### src/rtl/ow_step_pkg.sv
package ow_step_pkg;

   typedef enum logic [1:0] {
      ST_IDLE   = 2'd0,
      ST_RD_ID  = 2'd1,
      ST_RD_CMP = 2'd2,
      ST_WR     = 2'd3
   } step_state_e;

   localparam logic [2:0] CODE_ABSENT = 3'b011;

   typedef struct packed {
      logic       do_write;
      logic       dir;
      logic [2:0] code;
   } branch_t;

endpackage

### src/rtl/ow_branch_decide.sv
module ow_branch_decide
   import ow_step_pkg::*;
(
   input  logic    id_i,
   input  logic    cmp_i,
   input  logic    pref_i,
   output branch_t br_o
);

   always_comb begin
      br_o.code[0] = id_i;
      br_o.code[1] = cmp_i;
      unique case ({id_i, cmp_i})
         2'b11: begin
            br_o.do_write = 1'b0;
            br_o.dir      = 1'b0;
         end
         2'b00: begin
            br_o.do_write = 1'b1;
            br_o.dir      = pref_i;
         end
         default: begin
            br_o.do_write = 1'b1;
            br_o.dir      = id_i;
         end
      endcase
      br_o.code[2] = br_o.do_write & br_o.dir;
   end

endmodule

### src/rtl/ow_slot_watchdog.sv
module ow_slot_watchdog #(
   parameter int TMO_W  = 16,
   parameter bit TMO_EN = 1'b1
) (
   input  logic             clk_i,
   input  logic             rst_ni,
   input  logic             arm_i,
   input  logic             wait_i,
   input  logic [TMO_W-1:0] limit_i,
   output logic             expire_o
);

   generate
      if (TMO_W < 2) begin : g_bad_width
         $error("ow_slot_watchdog: TMO_W must be at least 2");
      end

      if (TMO_EN) begin : g_wd
         logic [TMO_W-1:0] cnt_q;
         logic [TMO_W-1:0] eff_lim;

         assign eff_lim  = (limit_i == '0) ? TMO_W'(1) : limit_i;
         assign expire_o = wait_i && (cnt_q >= eff_lim);

         always_ff @(posedge clk_i or negedge rst_ni) begin
            if (!rst_ni) begin
               cnt_q <= '0;
            end else if (arm_i) begin
               cnt_q <= TMO_W'(1);
            end else if (wait_i && (cnt_q < eff_lim)) begin
               cnt_q <= cnt_q + TMO_W'(1);
            end
         end

         AST_WD_BOUND: assert property (@(posedge clk_i) disable iff (!rst_ni)
            cnt_q <= eff_lim);
      end else begin : g_nowd
         assign expire_o = 1'b0;
      end
   endgenerate

endmodule

### src/rtl/ow_step_fsm.sv
module ow_step_fsm
   import ow_step_pkg::*;
(
   input  logic       clk_i,
   input  logic       rst_ni,
   input  logic       start_i,
   input  logic       pref_dir_i,
   input  logic       rd_done_i,
   input  logic       rd_bit_i,
   input  logic       wr_done_i,
   input  logic       expire_i,
   input  branch_t    br_i,
   output logic       id_o,
   output logic       pref_o,
   output logic       arm_o,
   output logic       wait_o,
   output logic       rd_req_o,
   output logic       wr_req_o,
   output logic       wr_bit_o,
   output logic       busy_o,
   output logic       done_o,
   output logic [2:0] result_o,
   output logic       error_o
);

   step_state_e state_q;
   logic        issued_q;
   logic        id_q;
   logic        pref_q;
   logic        dir_q;
   logic [2:0]  pend_q;
   logic [2:0]  res_q;
   logic        err_q;
   logic        done_q;
   logic        in_slot;
   logic        slot_done;

   assign in_slot   = (state_q != ST_IDLE);
   assign slot_done = (state_q == ST_WR) ? wr_done_i : rd_done_i;
   assign arm_o     = in_slot && !issued_q;
   assign wait_o    = in_slot && issued_q && !slot_done;
   assign rd_req_o  = ((state_q == ST_RD_ID) || (state_q == ST_RD_CMP)) && !issued_q;
   assign wr_req_o  = (state_q == ST_WR) && !issued_q;
   assign wr_bit_o  = dir_q;
   assign busy_o    = in_slot;
   assign done_o    = done_q;
   assign result_o  = res_q;
   assign error_o   = err_q;
   assign id_o      = id_q;
   assign pref_o    = pref_q;

   always_ff @(posedge clk_i or negedge rst_ni) begin
      if (!rst_ni) begin
         state_q  <= ST_IDLE;
         issued_q <= 1'b0;
         id_q     <= 1'b0;
         pref_q   <= 1'b0;
         dir_q    <= 1'b0;
         pend_q   <= '0;
         res_q    <= '0;
         err_q    <= 1'b0;
         done_q   <= 1'b0;
      end else begin
         done_q <= 1'b0;
         unique case (state_q)
            ST_IDLE: begin
               if (start_i) begin
                  state_q  <= ST_RD_ID;
                  issued_q <= 1'b0;
                  pref_q   <= pref_dir_i;
                  err_q    <= 1'b0;
               end
            end
            ST_RD_ID: begin
               if (!issued_q) begin
                  issued_q <= 1'b1;
               end else if (rd_done_i) begin
                  id_q     <= rd_bit_i;
                  state_q  <= ST_RD_CMP;
                  issued_q <= 1'b0;
               end else if (expire_i) begin
                  state_q <= ST_IDLE;
                  res_q   <= CODE_ABSENT;
                  err_q   <= 1'b1;
                  done_q  <= 1'b1;
               end
            end
            ST_RD_CMP: begin
               if (!issued_q) begin
                  issued_q <= 1'b1;
               end else if (rd_done_i) begin
                  issued_q <= 1'b0;
                  if (br_i.do_write) begin
                     state_q <= ST_WR;
                     dir_q   <= br_i.dir;
                     pend_q  <= br_i.code;
                  end else begin
                     state_q <= ST_IDLE;
                     res_q   <= br_i.code;
                     done_q  <= 1'b1;
                  end
               end else if (expire_i) begin
                  state_q <= ST_IDLE;
                  res_q   <= CODE_ABSENT;
                  err_q   <= 1'b1;
                  done_q  <= 1'b1;
               end
            end
            ST_WR: begin
               if (!issued_q) begin
                  issued_q <= 1'b1;
               end else if (wr_done_i) begin
                  state_q <= ST_IDLE;
                  res_q   <= pend_q;
                  done_q  <= 1'b1;
               end else if (expire_i) begin
                  state_q <= ST_IDLE;
                  res_q   <= CODE_ABSENT;
                  err_q   <= 1'b1;
                  done_q  <= 1'b1;
               end
            end
            default: state_q <= ST_IDLE;
         endcase
      end
   end

   AST_WR_AFTER_RD: assert property (@(posedge clk_i) disable iff (!rst_ni)
      wr_req_o |-> $past(rd_done_i));

   AST_ABSENT_NO_WRITE: assert property (@(posedge clk_i) disable iff (!rst_ni)
      (state_q == ST_RD_CMP) && issued_q && rd_done_i && id_q && rd_bit_i
      |=> !wr_req_o && done_o && (result_o == CODE_ABSENT));

   AST_DIR_MATCH: assert property (@(posedge clk_i) disable iff (!rst_ni)
      done_o && !error_o && (result_o[1:0] != 2'b11) |-> result_o[2] == wr_bit_o);

   AST_ABORT_CODE: assert property (@(posedge clk_i) disable iff (!rst_ni)
      done_o && error_o |-> result_o == CODE_ABSENT);

   AST_DONE_PULSE: assert property (@(posedge clk_i) disable iff (!rst_ni)
      done_o |=> !done_o);

   AST_BUSY_FALL: assert property (@(posedge clk_i) disable iff (!rst_ni)
      $fell(busy_o) |-> done_o);

   AST_IDLE_HOLD: assert property (@(posedge clk_i) disable iff (!rst_ni)
      !busy_o && !start_i |=> $stable(result_o) && $stable(error_o));

   AST_REQ_EXCL: assert property (@(posedge clk_i) disable iff (!rst_ni)
      $onehot0({rd_req_o, wr_req_o, done_o}));

endmodule

### src/rtl/ow_search_step.sv
module ow_search_step
   import ow_step_pkg::*;
#(
   parameter int TMO_W  = 16,
   parameter bit TMO_EN = 1'b1
) (
   input  logic             clk_i,
   input  logic             rst_ni,
   input  logic             start_i,
   input  logic             pref_dir_i,
   input  logic [TMO_W-1:0] tmo_limit_i,
   output logic             rd_slot_req_o,
   input  logic             rd_slot_done_i,
   input  logic             rd_slot_bit_i,
   output logic             wr_slot_req_o,
   output logic             wr_slot_bit_o,
   input  logic             wr_slot_done_i,
   output logic             busy_o,
   output logic             done_o,
   output logic [2:0]       result_o,
   output logic             error_o
);

   generate
      if (TMO_W < 2 || TMO_W > 32) begin : g_bad_cfg
         $error("ow_search_step: TMO_W must lie in 2..32");
      end
   endgenerate

   branch_t br;
   logic    id_q;
   logic    pref_q;
   logic    arm;
   logic    waiting;
   logic    expire;

   ow_branch_decide u_decide (
      .id_i   (id_q),
      .cmp_i  (rd_slot_bit_i),
      .pref_i (pref_q),
      .br_o   (br)
   );

   ow_slot_watchdog #(
      .TMO_W  (TMO_W),
      .TMO_EN (TMO_EN)
   ) u_wd (
      .clk_i    (clk_i),
      .rst_ni   (rst_ni),
      .arm_i    (arm),
      .wait_i   (waiting),
      .limit_i  (tmo_limit_i),
      .expire_o (expire)
   );

   ow_step_fsm u_fsm (
      .clk_i      (clk_i),
      .rst_ni     (rst_ni),
      .start_i    (start_i),
      .pref_dir_i (pref_dir_i),
      .rd_done_i  (rd_slot_done_i),
      .rd_bit_i   (rd_slot_bit_i),
      .wr_done_i  (wr_slot_done_i),
      .expire_i   (expire),
      .br_i       (br),
      .id_o       (id_q),
      .pref_o     (pref_q),
      .arm_o      (arm),
      .wait_o     (waiting),
      .rd_req_o   (rd_slot_req_o),
      .wr_req_o   (wr_slot_req_o),
      .wr_bit_o   (wr_slot_bit_o),
      .busy_o     (busy_o),
      .done_o     (done_o),
      .result_o   (result_o),
      .error_o    (error_o)
   );

   AST_BUSY_AFTER_START: assert property (@(posedge clk_i) disable iff (!rst_ni)
      !busy_o && start_i |=> busy_o && rd_slot_req_o);

endmodule

### config.mk
export PLATFORM = sky130hd
export DESIGN_NAME = ow_search_step
export DESIGN_NICKNAME = d
export VERILOG_FILES = /design/src/rtl/ow_step_pkg.sv /design/src/rtl/ow_branch_decide.sv /design/src/rtl/ow_slot_watchdog.sv /design/src/rtl/ow_step_fsm.sv /design/src/rtl/ow_search_step.sv
export SDC_FILE = /design/constraint.sdc
export NUM_CORES = 1
export LEC_CHECK = 0
export ABC_AREA = 1
export BUFFER_PORTS_ARGS = -buffer_cell sky130_fd_sc_hd__buf_2
export CAP_MARGIN = 30
export CELL_PAD_IN_SITES_DETAIL_PLACEMENT = 1
export CELL_PAD_IN_SITES_GLOBAL_PLACEMENT = 1
export CORE_ASPECT_RATIO = 0.9
export CORE_MARGIN = 3
export CORE_UTILIZATION = 38
export DETAILED_ROUTE_END_ITERATION = 8
export GPL_TIMING_DRIVEN = 0
export HOLD_SLACK_MARGIN = 0.08
export PLACE_DENSITY_LB_ADDON = 0.1
export REMOVE_ABC_BUFFERS = 1
export SLEW_MARGIN = 0
export SYNTH_ARGS = -nofsm -noshare
export SYNTH_HDL_FRONTEND = slang
export SYNTH_SLANG_ARGS = --single-unit
### constraint.sdc
create_clock -name clk_i -period 2 [get_ports clk_i]
set_clock_uncertainty 0.15 [all_clocks]
set_input_delay 0.2 -clock clk_i [delete_from_list [all_inputs] [get_ports clk_i]]
set_output_delay 0.2 -clock clk_i [all_outputs]
set_load 0.005 [all_outputs]
**Yosys cells after proc, flatten, opt, wreduce, memory -nomap -nowiden**

Cells that the tools add are included.

- Flip-flop bits (word level): 30
- Bits of input ports: 23
- Output and inout bits: 9
- Word-level logic and storage cells: 93

- Add/subtract/negate cells: 1
- Magnitude comparators: 2
- Eq/ne operators: 13
- Muxes and demuxes: 43
- Bitwise gates (word level): 1
- Reductions and logical operators: 23

Operator list:

| operator | count |
|---|---|
| 16-bit 2-to-1 mux | 3 |
| 3-bit 2-to-1 mux | 8 |
| 2-bit 2-to-1 mux | 9 |
| 1-bit 2-to-1 mux | 17 |
| 16-bit by 1-bit adder with 16-bit output (second input constant) | 1 |
| 16-bit >= comparator | 1 |
| 16-bit zero test | 1 |
| 16-bit < comparator | 1 |
| 1-bit case mux with 3 select lines | 3 |
| 3-bit case mux with 3 select lines | 1 |
| 2-bit by 1-bit != test with 1-bit output (second input constant) | 4 |
| 2-bit != test (second input constant) | 4 |
| 2-bit case mux with 4 select lines | 1 |
| 4-bit AND reduction | 2 |
| 1-bit logical AND | 7 |
| 2-bit equality test (second input constant) | 3 |
| 6-bit AND reduction | 1 |
| 5-bit AND reduction | 1 |
| 2-bit zero test | 2 |
| 2-bit case mux with 2 select lines | 1 |
| 2-bit nonzero test | 2 |
| 3-bit != test (second input constant) | 1 |
| 3-bit AND reduction | 1 |
| 3-bit nonzero test | 1 |
| 6 further kinds | 7 |

**Longest topological paths before layout**

- Depth after elaboration: 9
- Depth in mapped cells: 19
- Mapped depth without buffers: 19

**Cells and area by module**

Synthesis repeated with hierarchy kept, for this count alone.

- Cell total of the unflattened synthesis: 368
- Area, all modules: 2586.2 um2

Modules (own cells, without submodules):

| module | instances | cells an instance | area each (um2) | seq. area each (um2) |
|---|---|---|---|---|
| ow_slot_watchdog | 1 | 219 | 1541.5 | 400.4 |
| ow_step_fsm | 1 | 143 | 1014.7 | 350.3 |
| ow_branch_decide | 1 | 6 | 30.0 | 0.0 |

**Worst setup path after synthesis**

OpenSTA, ideal clock, no wires.

- Path type: in2reg
- From: input tmo_limit_i[9]
- To: register u_wd.g_wd.cnt_q[2]
- Library setup time: 122 ps
- Data arrival time: 1601 ps
- Data required time: 1728 ps
- Setup slack: 127 ps
- Stages on the path: 15
- Buffers on the path: 1
- Cells stage by stage: nor4_1 -> a41o_1 -> ha_1 -> inv_1 -> nand2_1 -> nand2_1 -> nand2_1 -> nand2_1 -> nand2_1 -> nand2_1 -> nand2_1 -> nand3_4 -> buf_6 -> o31ai_2 -> nor2_1

- Word-level cells in the longest chain between the ends: 5

Ends and longest elaborated chain:

| what | line | source |
|---|---|---|
| from (decl) | ow_search_step.sv:11 | `input logic [TMO_W-1:0] tmo_limit_i,` |
| 16-bit zero test | ow_slot_watchdog.sv:22 | `assign eff_lim = (limit_i == '0) ? TMO_W'(1) : limit_i;` |
| 16-bit 2-to-1 mux * | ow_slot_watchdog.sv:22 |  |
| 16-bit < comparator * | ow_slot_watchdog.sv:30 | `end else if (wait_i && (cnt_q < eff_lim)) begin` |
| 1-bit logical AND * | ow_slot_watchdog.sv:30 |  |
| 2-bit nonzero test (no source line) * | -- |  |
| to (signal assigned) | ow_slot_watchdog.sv:31 | `cnt_q <= cnt_q + TMO_W'(1);` |
| to (decl) | ow_slot_watchdog.sv:19 | `logic [TMO_W-1:0] cnt_q;` |

Mark *: on every way between the ends. The rest lies on a longest branch, timed or not.
A chain may end at the register's enable or synchronous reset.

**Worst setup path in the final report**

- From: register u_wd.g_wd.cnt_q[7]
- To: register u_wd.g_wd.cnt_q[9]

- Word-level cells in the longest chain between the ends: 3
- Elaborated cells between the ends (all ways): 6
- Those cells by class: 1 x add/sub; 1 x order compare; 2 x mux; 2 x reduce/logical

Ends and longest elaborated chain:

| what | line |
|---|---|
| 16-bit by 1-bit adder with 16-bit output / 16-bit < comparator (equally long branches) | ow_slot_watchdog.sv:31, ow_slot_watchdog.sv:30 |
| 16-bit 2-to-1 mux / 1-bit logical AND (equally long branches) | ow_slot_watchdog.sv:30 |
| 16-bit 2-to-1 mux / 2-bit nonzero test (equally long branches) | -- |

Several ways; a longest one is shown, not always the timed one. The select of a mux whose other input is x is not followed.

==> key figures <==
Floorplan
  • Core Rows: 26
  • Core area: 0.005856 sq mm
  • Starting Density: 40.32%
  • Die X: 89.09 microns
  • I/O pin total: 32
  • Die Ht: 80.78 microns
  • Die ar.: 0.007196 sq mm

Pwr
  • Peak VDD IR: 0.4632 mV
  • Cell Pwr Density: 932.6 mW/mm^2
  • Total power: 2883 uW
  • LEAKAGE: 0.001596 uW

Worst setup path
  • Slowest CP cell: dfrtp_1
  • Most used cell, CP: nand2_4
  • CP Class: register to register
  • CP startpoint kind: register
  • Worst path max stage delay: 0.39 ns
  • Worst Path Max Fanout: 11
  • Worst EP arrival: 2.07 ns
  • Cell Chain, Critical Path: ha_1 > a21o_1 > nor2_2 > nand2_2 > nand2_4 > nand3_4 > nand2_4 > nand3_1 > nand2_1 > nor2_1
  • Crit path required time: 2.02 ns
  • CP Capture Type: register
  • Crit path buf inv count: 0
  • Top delay family on crit path: simple AND/OR/NAND/NOR gates

Synth
  • Post-Synthesis Cells: 317
  • Synth top area cells: dfrtp_1 32%, ha_1 12%, nand2_1 10%
  • Synth Flop Type: dfrtp_1
  • Post-synth top area cell: dfrtp_1
  • Async set or reset register ratio after synthesis: 100.0%
  • Post-synth cell types: 40
  • Mapped Area: 0.002361 sq mm
  • Syn avg cell area: 7.448 sq um
  • Synthesis-stage register bit count: 30
  • Post-synth EDFFs: 0
  • Register area share after synthesis: 31.80%
  • Synth Warn #: 0
  • Top-area cell type share of the netlist area: 31.80%

GRT
  • Initial antenna violation count: 0
  • Overflow after GRT: 0
  • Met3 Use GR: 3.144%
  • Global Route Usage Sum: 21.16%
  • Most Crowded Layer GR: met2
  • First-pass GRT wire length: 11610 microns
  • Met2 Track Usage GR: 32.55%
  • Largest net degree at the start of global routing: 31
  • Number of global-route vias before repair: 2343
  • Routing usage on met1: 31.68%

Timing
  • Worst Slack Setup Final: -0.04267 ns
  • Measured slew at the worst slew-check pin: 0.7070 ns
  • Unrepaired setup endpoints after global routing: yes
  • Setup Viol. Count Final: 11
  • Slew headroom: 52.87%
  • Fmax: 0.4896 GHz
  • Fin crit period: 2.043 ns
  • Final hold vios: 0
  • Fin. max-slew vios: 0
  • Final worst-path cycle share: 102.1%

Routing
  • Post-detailed-route count of antenna-violating nets: 0
  • Drt drc: 0
  • Routed WL per cell: 16.11 microns
  • Routed vias: 2319
  • First DRT Iteration DRCs: 77
  • DR vias/cell: 5.235
  • Initial DRT Pass Iterations: 4
  • Drt total wl: 7138 microns

Cells and area
  • Final std cells w/o fill: 443
  • Antenna cells: 0
  • Nets: 417
  • Share of layout cells above drive strength 1: 34.05%
  • Area Growth Syn to Fin: 30.95%

Clock network
  • Root buffer cell: clkbuf_8
  • Worst-skew pair later-pin latency: 0.28 ns
  • CTS Sinks: 30
  • Reg clk slew, reported paths: 0.07 ns
  • H-tree levels: 2
  • Num CTS Buffers: 5
  • Clock buffer depth: 2
  • CTS tree: yes

Placed design
  • Placed Instances: 413
  • Detail Placement HPWL: 5036 microns
  • Port bufs: 31
  • RePlAce Congestion: 0.8635

Run status
  • Violated checks: negative setup slack
  • Outcome: finished, violations left

Run
  • Max Cap Viol: 0

Hold path
  • Hold Path Class: input port to register
[state kept, by name, indices dropped and copies added, names as in the netlist]
| signal | count |
|---|---|
| u_fsm.id_o | 1 |
| u_fsm.state_q | 2 |
| u_fsm.pref_o | 1 |
| u_fsm.pend_q | 3 |
| u_fsm.error_o | 1 |
| u_fsm.result_o | 3 |
| u_fsm.issued_q | 1 |
| u_fsm.done_o | 1 |
| u_fsm.wr_bit_o | 1 |
| u_wd.g_wd.cnt_q | 16 |
[power by group]
| part | internal (uW) | switching [uW] |
|---|---|---|
| clock network | 367 | 245 |
| logic | 510 | 937 |
| registers | 726 | 99.0 |
| total | 1600 | 1280 |
[cells by family after synthesis]
kind of cell,share of synthesized area (%)
AND/OR/NAND/NOR,29.47
buffers and inverters,10.86
AO/OA/AOI/OAI,13.99
flip-flops,31.80
adder cells (fa/ha/maj),11.66
XOR/XNOR,2.226
[timing repair]
item	in CTS	in global routing
pin swaps	13	7
gates cloned	1	0
setup endpoints to repair	23	24
buffers inserted	15	2
resized for setup	30	30
endpoints found under the hold margin	32	0
hold buffers	4	0
[per-stage QoR]
stage / utilization [%] / hold slack (ns) / worst slack [ns] / instance area, sq um / TNS, ns
finish: 52.80 / 0.1871 / -0.04267 / 3092 / -0.2396
detailed placement: 43.72 / 0.1583 / -0.4689 / 2560 / -7.981
global route: 52.80 / 0.2148 / -0.2037 / 3092 / -3.225
floorplan: - / -0.2456 / 0.09765 / 2317 / 0
CTS: 50.58 / 0.1766 / 0.007100 / 2962 / 0
global placement: 43.72 / 0.1565 / -0.4295 / 2560 / -6.957
[final cells by class]
| cell class | instances | area (sq um) |
|---|---|---|
| Sequential cell | 30 | 757.0 |
| Fill cell | 737 | 2764 |
| Clock buffer | 5 | 68.82 |
| Multi-Input combinational cell | 227 | 1550 |
| Tap cell | 70 | 87.58 |
| Inverter | 56 | 224.0 |
| Clock inverter | 3 | 40.04 |
| Timing Repair Buffer | 52 | 364.1 |
[metal layers]
layer  wire length, microns  up-vias  part of all wire, %
met5                      0        -                    0
met4                     30        0                 0.42
met3                    354        2                  5.0
met2                   3080       51                   43
met1                   3672     1104                   51
li1                       -     1162                    -
[worst paths after layout]
path | startpoint | endpoint | slack, ns | cells past startpoint
setup / recovery | u_wd.g_wd.cnt_q[7] | u_wd.g_wd.cnt_q[9] | -0.04 | 10
hold / removal | rd_slot_done_i | u_fsm.id_o | 0.19 | 3
setup reg to reg | u_wd.g_wd.cnt_q[7] | u_wd.g_wd.cnt_q[9] | -0.04 | 10
hold reg to reg | u_fsm.result_o[0] | u_fsm.result_o[0] | 0.33 | 2
max in group asynchronous | rst_ni | u_wd.g_wd.cnt_q[10] | 0.85 | 2
min in group asynchronous | rst_ni | u_wd.g_wd.cnt_q[3] | 0.35 | 2
[placed cells by master, fill, tap and decap left out, drive strengths merged, types with 2 or more instances in the layout]
cell type,netlist,routed
inv,56,55
o22ai,2,2
nand3,25,26
xnor2,2,2
nand2,67,67
nor4,4,4
ha,22,22
clkinv,0,2
dlygate4sd3,0,4
buf,5,48
xor2,4,4
o31ai,3,3
o21ai,20,20
dfrtp,30,30
a31oi,2,2
clkbuf,0,5
nor3,7,7
nand4,8,8
nor2,30,30
a21oi,19,19
[tightest hold or removal path, delay by kind of cell]
family	cells	cell delay (ns)
AND/OR/NAND/NOR	1	0.13
AO/OA/AOI/OAI	1	0.08
buffers and inverters	1	0.17
[synthesized netlist by cell type, types with 3 or more instances]
cell and n:
a21oi_1 18, nor2_1 25, ha_1 22, nor2_2 5, nand2_2 3, nor3_4 3, xor2_1 4, nand2_1 64
buf_6 3, nand4_1 8, o21ai_0 17, inv_2 9, o21ai_1 3, inv_1 46, dfrtp_1 30, nor4_1 3
nand3_1 22, nor3_1 4
(Power assumes the default switching activity.)
